$ cat src/rtl/tl_pkg.sv
package tl_pkg;
  typedef enum logic [2:0] {
    ST_HDR  = 3'd0,
    ST_DATA = 3'd1,
    ST_CSUM = 3'd2,
    ST_HALT = 3'd3,
    ST_DONE = 3'd4
  } ld_state_e;
endpackage

$ cat src/rtl/tl_frame_packer.sv
module tl_frame_packer #(
  parameter int FW = 6,
  parameter int NF = 6
) (
  input  logic            clk,
  input  logic            rst_n,
  input  logic            flush,
  input  logic            frame_valid,
  input  logic [FW-1:0]   frame_data,
  output logic            frame_ready,
  output logic            word_valid,
  output logic [FW*NF-1:0] word_data,
  input  logic            word_ready
);
  localparam int WW = FW * NF;
  localparam int CW = (NF > 1) ? $clog2(NF) : 1;
  localparam logic [CW-1:0] LAST = CW'(NF - 1);

  logic [WW-1:0] shreg;
  logic [CW-1:0] cnt;
  logic          full;
  logic          take;

  assign frame_ready = !full;
  assign take        = frame_valid && frame_ready;
  assign word_valid  = full;
  assign word_data   = shreg;

  always_ff @(posedge clk) begin
    if (!rst_n || flush) begin
      shreg <= '0;
      cnt   <= '0;
      full  <= 1'b0;
    end else begin
      if (take) begin
        shreg <= {shreg[WW-FW-1:0], frame_data};
        if (cnt == LAST) begin
          cnt  <= '0;
          full <= 1'b1;
        end else begin
          cnt <= cnt + 1'b1;
        end
      end
      if (full && word_ready) full <= 1'b0;
    end
  end

  // a waiting word holds its value until the parser takes it
  p_word_hold_r2: assert property (@(posedge clk) disable iff (!rst_n || flush)
    (word_valid && !word_ready) |=> (word_valid && $stable(word_data)));
endmodule

$ cat src/rtl/tl_sum_acc.sv
module tl_sum_acc #(
  parameter int W = 36
) (
  input  logic         clk,
  input  logic         rst_n,
  input  logic         seed_en,
  input  logic [W-1:0] seed,
  input  logic         add_en,
  input  logic [W-1:0] addend,
  output logic [W-1:0] sum
);
  always_ff @(posedge clk) begin
    if (!rst_n)       sum <= '0;
    else if (seed_en) sum <= seed;
    else if (add_en)  sum <= sum + addend;
  end
endmodule

$ cat src/rtl/tl_block_parser.sv
module tl_block_parser
  import tl_pkg::*;
#(
  parameter int W = 36
) (
  input  logic           clk,
  input  logic           rst_n,
  input  logic           word_valid,
  input  logic [W-1:0]   word_data,
  output logic           word_ready,
  input  logic           restart,
  output logic           flush,
  output logic           seed_en,
  output logic           add_en,
  input  logic [W-1:0]   sum_val,
  output logic           mem_we,
  output logic [W/2-1:0] mem_addr,
  output logic [W-1:0]   mem_wdata,
  output logic           halted_err,
  output logic           start_done,
  output logic [W-1:0]   start_word,
  output logic [W/2-1:0] start_addr
);
  localparam int H = W / 2;

  ld_state_e    state;
  logic [W-1:0] ctl;
  logic [W-1:0] ctl_nxt;
  logic         take;

  assign word_ready = (state == ST_HDR) || (state == ST_DATA) || (state == ST_CSUM);
  assign take       = word_valid && word_ready;
  assign ctl_nxt    = {ctl[W-1:H] + 1'b1, ctl[H-1:0] + 1'b1};
  assign seed_en    = take && (state == ST_HDR) && word_data[W-1];
  assign add_en     = take && (state == ST_DATA);
  assign flush      = (state == ST_HALT) && restart;

  always_ff @(posedge clk) begin
    if (!rst_n) begin
      state      <= ST_HDR;
      ctl        <= '0;
      mem_we     <= 1'b0;
      mem_addr   <= '0;
      mem_wdata  <= '0;
      halted_err <= 1'b0;
      start_done <= 1'b0;
      start_word <= '0;
      start_addr <= '0;
    end else begin
      mem_we <= 1'b0;
      case (state)
        ST_HDR: if (take) begin
          if (word_data[W-1]) begin
            ctl   <= word_data;
            state <= ST_DATA;
          end else begin
            start_word <= word_data;
            start_addr <= word_data[H-1:0];
            start_done <= 1'b1;
            state      <= ST_DONE;
          end
        end
        ST_DATA: if (take) begin
          ctl       <= ctl_nxt;
          mem_we    <= 1'b1;
          mem_addr  <= ctl_nxt[H-1:0];
          mem_wdata <= word_data;
          if (!ctl_nxt[W-1]) state <= ST_CSUM;
        end
        ST_CSUM: if (take) begin
          if (word_data == sum_val) begin
            state <= ST_HDR;
          end else begin
            halted_err <= 1'b1;
            state      <= ST_HALT;
          end
        end
        ST_HALT: if (restart) begin
          halted_err <= 1'b0;
          state      <= ST_HDR;
        end
        default: state <= ST_DONE;
      endcase
    end
  end

  // writes come only from data-word consumption
  p_write_from_data_r4: assert property (@(posedge clk) disable iff (!rst_n)
    mem_we |-> ($past(state) == ST_DATA));
  // an error only follows a checksum comparison
  p_err_from_csum_r6: assert property (@(posedge clk) disable iff (!rst_n)
    $rose(halted_err) |-> ($past(state) == ST_CSUM));
  // no writes while halted
  p_no_write_halted_r6: assert property (@(posedge clk) disable iff (!rst_n)
    (halted_err && $past(halted_err)) |-> !mem_we);
  // error holds until restart
  p_err_hold_r7: assert property (@(posedge clk) disable iff (!rst_n)
    (halted_err && !restart) |=> halted_err);
  // start word is sticky
  p_done_sticky_r8: assert property (@(posedge clk) disable iff (!rst_n)
    start_done |=> (start_done && $stable(start_word) && !mem_we));
endmodule

$ cat src/rtl/tape_loader.sv
module tape_loader #(
  parameter int FRAME_W = 6,
  parameter int FRAMES  = 6
) (
  input  logic                          clk,
  input  logic                          rst_n,
  input  logic                          frame_valid,
  input  logic [FRAME_W-1:0]            frame_data,
  output logic                          frame_ready,
  input  logic                          restart,
  output logic                          mem_we,
  output logic [FRAME_W*FRAMES/2-1:0]   mem_addr,
  output logic [FRAME_W*FRAMES-1:0]     mem_wdata,
  output logic                          halted_err,
  output logic                          start_done,
  output logic [FRAME_W*FRAMES-1:0]     start_word,
  output logic [FRAME_W*FRAMES/2-1:0]   start_addr
);
  localparam int WW = FRAME_W * FRAMES;

  logic          w_valid, w_ready, flush, seed_en, add_en;
  logic [WW-1:0] w_data, sum_val;

  tl_frame_packer #(.FW(FRAME_W), .NF(FRAMES)) u_pack (
    .clk(clk), .rst_n(rst_n), .flush(flush),
    .frame_valid(frame_valid), .frame_data(frame_data), .frame_ready(frame_ready),
    .word_valid(w_valid), .word_data(w_data), .word_ready(w_ready)
  );

  tl_sum_acc #(.W(WW)) u_sum (
    .clk(clk), .rst_n(rst_n), .seed_en(seed_en), .seed(w_data),
    .add_en(add_en), .addend(w_data), .sum(sum_val)
  );

  tl_block_parser #(.W(WW)) u_parse (
    .clk(clk), .rst_n(rst_n),
    .word_valid(w_valid), .word_data(w_data), .word_ready(w_ready),
    .restart(restart), .flush(flush), .seed_en(seed_en), .add_en(add_en),
    .sum_val(sum_val), .mem_we(mem_we), .mem_addr(mem_addr), .mem_wdata(mem_wdata),
    .halted_err(halted_err), .start_done(start_done),
    .start_word(start_word), .start_addr(start_addr)
  );
endmodule

$ cat config.mk
export PLATFORM = sky130hd
export DESIGN_NAME = tape_loader
export DESIGN_NICKNAME = d
export VERILOG_FILES = /design/src/rtl/tl_pkg.sv /design/src/rtl/tl_frame_packer.sv /design/src/rtl/tl_sum_acc.sv /design/src/rtl/tl_block_parser.sv /design/src/rtl/tape_loader.sv
export SDC_FILE = /design/constraint.sdc
export NUM_CORES = 1
export LEC_CHECK = 0
export ABC_AREA = 1
export ABC_CLOCK_PERIOD_IN_PS = 2000
export BUFFER_PORTS_ARGS = -buffer_cell sky130_fd_sc_hd__buf_2
export CAP_MARGIN = 20
export CELL_PAD_IN_SITES_DETAIL_PLACEMENT = 1
export CELL_PAD_IN_SITES_GLOBAL_PLACEMENT = 2
export CORE_UTILIZATION = 30
export DETAILED_ROUTE_END_ITERATION = 10
export HOLD_SLACK_MARGIN = 0.12
export PLACE_DENSITY = 0.89
export SYNTH_ARGS = -nofsm -noshare
export SYNTH_HDL_FRONTEND = slang
export SYNTH_SLANG_ARGS = --single-unit
export TNS_END_PERCENT = 5
$ cat constraint.sdc
create_clock -name clk -period 2 [get_ports clk]
set_input_delay 0.3 -clock clk [delete_from_list [all_inputs] [get_ports clk]]
set_output_delay 0.3 -clock clk [all_outputs]
set_load 0.01 [all_outputs]
==> insert_results.sql <==
INSERT INTO impl_metrics (metric_group, metric, value, unit) VALUES
('run_status', 'status', 'finished with violations', ''),
('run_status', 'failed_checks', 'design-rule violations', ''),
('yosys', 'total_nets_after_synthesis', '1677', ''),
('critical_path', 'cp_top_family', 'compound AO/OA/AOI/OAI gates', ''),
('min_path', 'min-delay-path-class', 'in -> reg', ''),
('floorplanning', 'die_y', '193', 'um'),
('layout', 'share_of_post_route_cells_with_drive_strength_above_1', '22.0', '%'),
('routing', 'drc_violations_left', '11', ''),
('yosys', 'synth-seq-cells', '207', ''),
('grt', 'globalRoute.totalOverflow', '0', ''),
('sta', 'slew_headroom', '57.9', '%'),
('clocking', 'cts_buffer_depth', '3', ''),
('yosys', 'ys_seq_area_share', '37.7', '%'),
('clocking', 'clk-insertion-delay-late', '530', 'ps'),
('min_path', 'hold-path-endpoint', 'u_parse.mem_wdata[0]', ''),
('layout', 'layoutNonFillerInstCount', '2292', ''),
('flow_run', 'timing.max_cap.violations', '0', ''),
('routing', 'wl', '42.3', 'mm'),
('yosys', 'yosysWarnings', '0', ''),
('critical_path', 'startpoint', 'u_sum.sum[9]', ''),
('routing', 'drtIter0Drc', '658', ''),
('clocking', 'cts-htree-levels', '1', ''),
('critical_path', 'critical_path_class', 'reg -> reg', ''),
('layout', 'fillerInstances', '4562', ''),
('yosys', 'cell_area_after_synthesis', '11000', 'um^2'),
('critical_path', 'ff2ff_setup_slack', '80', 'ps'),
('placement', 'place.detailed.hpwl', '31.2', 'mm'),
('grt', 'grtUsageTotal', '22.1', '%'),
('sta', 'finalWorstPathRequiredPeriod', '1920', 'ps'),
('sta', 'hold_ws', '168', 'ps'),
('critical_path', 'cp-start-kind', 'flop', ''),
('sta', 'period_share', '96.1', '%'),
('floorplanning', 'design.die.area', '37400', 'um^2'),
('clocking', 'cts-buffers-inserted', '24', ''),
('critical_path', 'crit_path_max_incr_delay', '370', 'ps'),
('critical_path', 'critPathSlowestCell', 'sky130_fd_sc_hd__ha_1', ''),
('sta', 'max_slew_violation_count', '0', ''),
('min_path', 'hold-path-cell-count', '3', ''),
('floorplanning', 'cell_row_count', '69', ''),
('layout', 'highest_count_cells_in_the_layout_ignoring_fill_and_taps', 'sky130_fd_sc_hd__nand2_1 (376), sky130_fd_sc_hd__dfxtp_1 (205), sky130_fd_sc_hd__a21oi_1 (184)', ''),
('critical_path', 'critPathMaxFanout', '4', ''),
('routing', 'detailed_route_vias_per_instance', '5.12', ''),
('sta', 'worst-slew-pin-transition', '631', 'ps'),
('critical_path', 'worstRegToRegCells', '9', ''),
('routing', 'num_vias', '11737', ''),
('clocking', 'cts.sink_count', '207', ''),
('pwr', 'powerDensity', '656', 'nW/um^2'),
('critical_path', 'critPathRequiredTime', '2400', 'ps'),
('pwr', 'peakVddDrop', '0.549', 'mV'),
('critical_path', 'timing.critical_path.cells', 'ha_1 > a21oi_1 > buf_4 > o21ai_1 > a21oi_1 > nand2_2 > buf_4 > nor2_1 > o22ai_1', ''),
('floorplanning', 'starting_density', '30.7', '%'),
('critical_path', 'timing.rr.start', 'u_sum.sum[9]', ''),
('layout', 'final_common_cell', 'sky130_fd_sc_hd__nand2_1', ''),
('layout', 'synthesis_to_layout_area_growth', '27.8', '%'),
('pwr', 'total_leakage_power', '6.15', 'nW'),
('placement', 'dp_cells', '2243', ''),
('clocking', 'cts.root.buffer_cell', 'sky130_fd_sc_hd__clkbuf_16', ''),
('routing', 'drt-pass1-iter-count', '11', ''),
('critical_path', 'cp-end-kind', 'flop', ''),
('layout', 'finish.net_count', '1862', ''),
('placement', 'place.port_buffers', '120', ''),
('sta', 'finalHoldViolations', '0', ''),
('clocking', 'tritoncts', 'done', ''),
('grt', 'grt_start_max_net_pins', '73', ''),
('min_path', 'worst_hold_startpoint', 'rst_n', ''),
('grt', 'antenna_found_initial', '1', ''),
('yosys', 'synthDistinctLibCells', '46', ''),
('routing', 'antenna_violating_nets_post_route', '0', ''),
('critical_path', 'worstPathArrival', '2330', 'ps'),
('routing', 'avgRoutedWirePerCell', '18.4', 'um'),
('yosys', 'syn_inst', '1629', '');
[routing by layer]
| metal | up-vias | track usage (%) | part of all wire (%) |
|---|---|---|---|
| met4 | 2 | 7.41 | 2.8 |
| met1 | 5690 | 28.6 | 46 |
| met3 | 76 | 2.48 | 4.1 |
| li1 | 5713 | - | - |
| met5 | - | 0 | 0.031 |
| met2 | 256 | 38.1 | 47 |
[layout make-up]
| class | instances | area share [%] |
|---|---|---|
| tap | 461 | 4.10 |
| inverter | 151 | 4.03 |
| multi-input combinational | 1180 | 44.5 |
| sequential | 207 | 29.5 |
| clock buffer | 35 | 5.22 |
| timing repair buffer | 250 | 11.9 |
| clock inverter | 8 | 0.659 |
[cell usage after synthesis, types with 14 or more instances]
cell / count / area share, %
sky130_fd_sc_hd__nand2_1: 397 / 14
sky130_fd_sc_hd__dfxtp_1: 207 / 38
sky130_fd_sc_hd__a21oi_1: 200 / 9.1
sky130_fd_sc_hd__nor2_1: 192 / 6.6
sky130_fd_sc_hd__inv_1: 146 / 5.0
sky130_fd_sc_hd__o21ai_0: 134 / 6.1
sky130_fd_sc_hd__nand3_1: 68 / 3.1
sky130_fd_sc_hd__clkbuf_1: 39 / 1.3
sky130_fd_sc_hd__ha_1: 37 / 4.2
sky130_fd_sc_hd__buf_2: 25 / 1.1
sky130_fd_sc_hd__buf_4: 20 / 1.4
sky130_fd_sc_hd__a22oi_1: 19 / 1.3
sky130_fd_sc_hd__xor2_1: 14 / 1.1
[timing repair]
| item | CTS | global route |
|---|---|---|
| hold endpoints to repair | 6 | 0 |
| hold buffers | 6 | 0 |
| endpoints found under the setup margin | 16 | 29 |
| cloned | 0 | 0 |
| resized for setup | 12 | 104 |
| pin swaps | 0 | 3 |
[cell families after synthesis]
logic type / share of synthesized area [%]
buf+inv: 9.36
compound gates: 20.5
flops: 37.7
xor+xnor: 1.59
simple gates: 26.4
other cells: 0.0341
fa+ha+maj: 4.39
[worst max-delay path by stage]
| stage | slack [ps] | end | cells past startpoint |
|---|---|---|---|
| detailed placement | -120 | u_sum.sum[26] | 14 |
| finish | 80 | u_sum.sum[16] | 9 |
| floorplan | 30 | u_sum.sum[24] | 15 |
| global route | -50 | u_sum.sum[26] | 11 |
| global placement | -40 | u_sum.sum[27] | 10 |
| CTS | -30 | u_sum.sum[27] | 12 |
[stage by stage]
stage / util (%) / cell area (um^2) / worst slack (ps) / total power [W] / setup TNS, ps
6_report: 39.2 / 14100 / 78.6 / 0.00922 / 0
4_1_cts: 38.1 / 13700 / -33.1 / 0.00925 / -33.1
3_5_place_dp: 35.5 / 12700 / -118 / 0.00464 / -701
2_1_floorplan: - / 11000 / 25.5 / 0.00446 / 0
5_1_grt: 39.2 / 14100 / -46.0 / 0.00949 / -295
3_3_place_gp: 35.5 / 12700 / -39.8 / 0.00463 / -114
[registers in the layout (all words and copies together) (netlist names)]
signal              count
u_pack.word_valid       1
u_parse.start_addr     17
u_parse.state           3
u_pack.word_data       36
u_parse.start_word     18
u_pack.cnt              3
u_parse.mem_we          1
u_parse.ctl            36
u_parse.start_done      1
u_parse.mem_addr       18
u_parse.mem_wdata      36
u_sum.sum              36
u_parse.halted_err      1
[power breakdown]
group	switching [W]	internal, W	total (W)
Clock	0.00185	0.00279	0.00464
Combinational	0.000270	0.000140	0.000409
Sequential	0.0000223	0.00414	0.00417
Total	0.00214	0.00707	0.00922
[worst reg2reg max path, cell delays in order (launching register included)]
cell and delay, ps:
sky130_fd_sc_hd__dfxtp_1 320, sky130_fd_sc_hd__ha_1 370, sky130_fd_sc_hd__a21oi_1 220, sky130_fd_sc_hd__buf_4 150, sky130_fd_sc_hd__o21ai_1 80, sky130_fd_sc_hd__a21oi_1 170, sky130_fd_sc_hd__nand2_2 100, sky130_fd_sc_hd__buf_4 140
sky130_fd_sc_hd__nor2_1 140, sky130_fd_sc_hd__o22ai_1 110
Power figures use the tool's default switching activity.
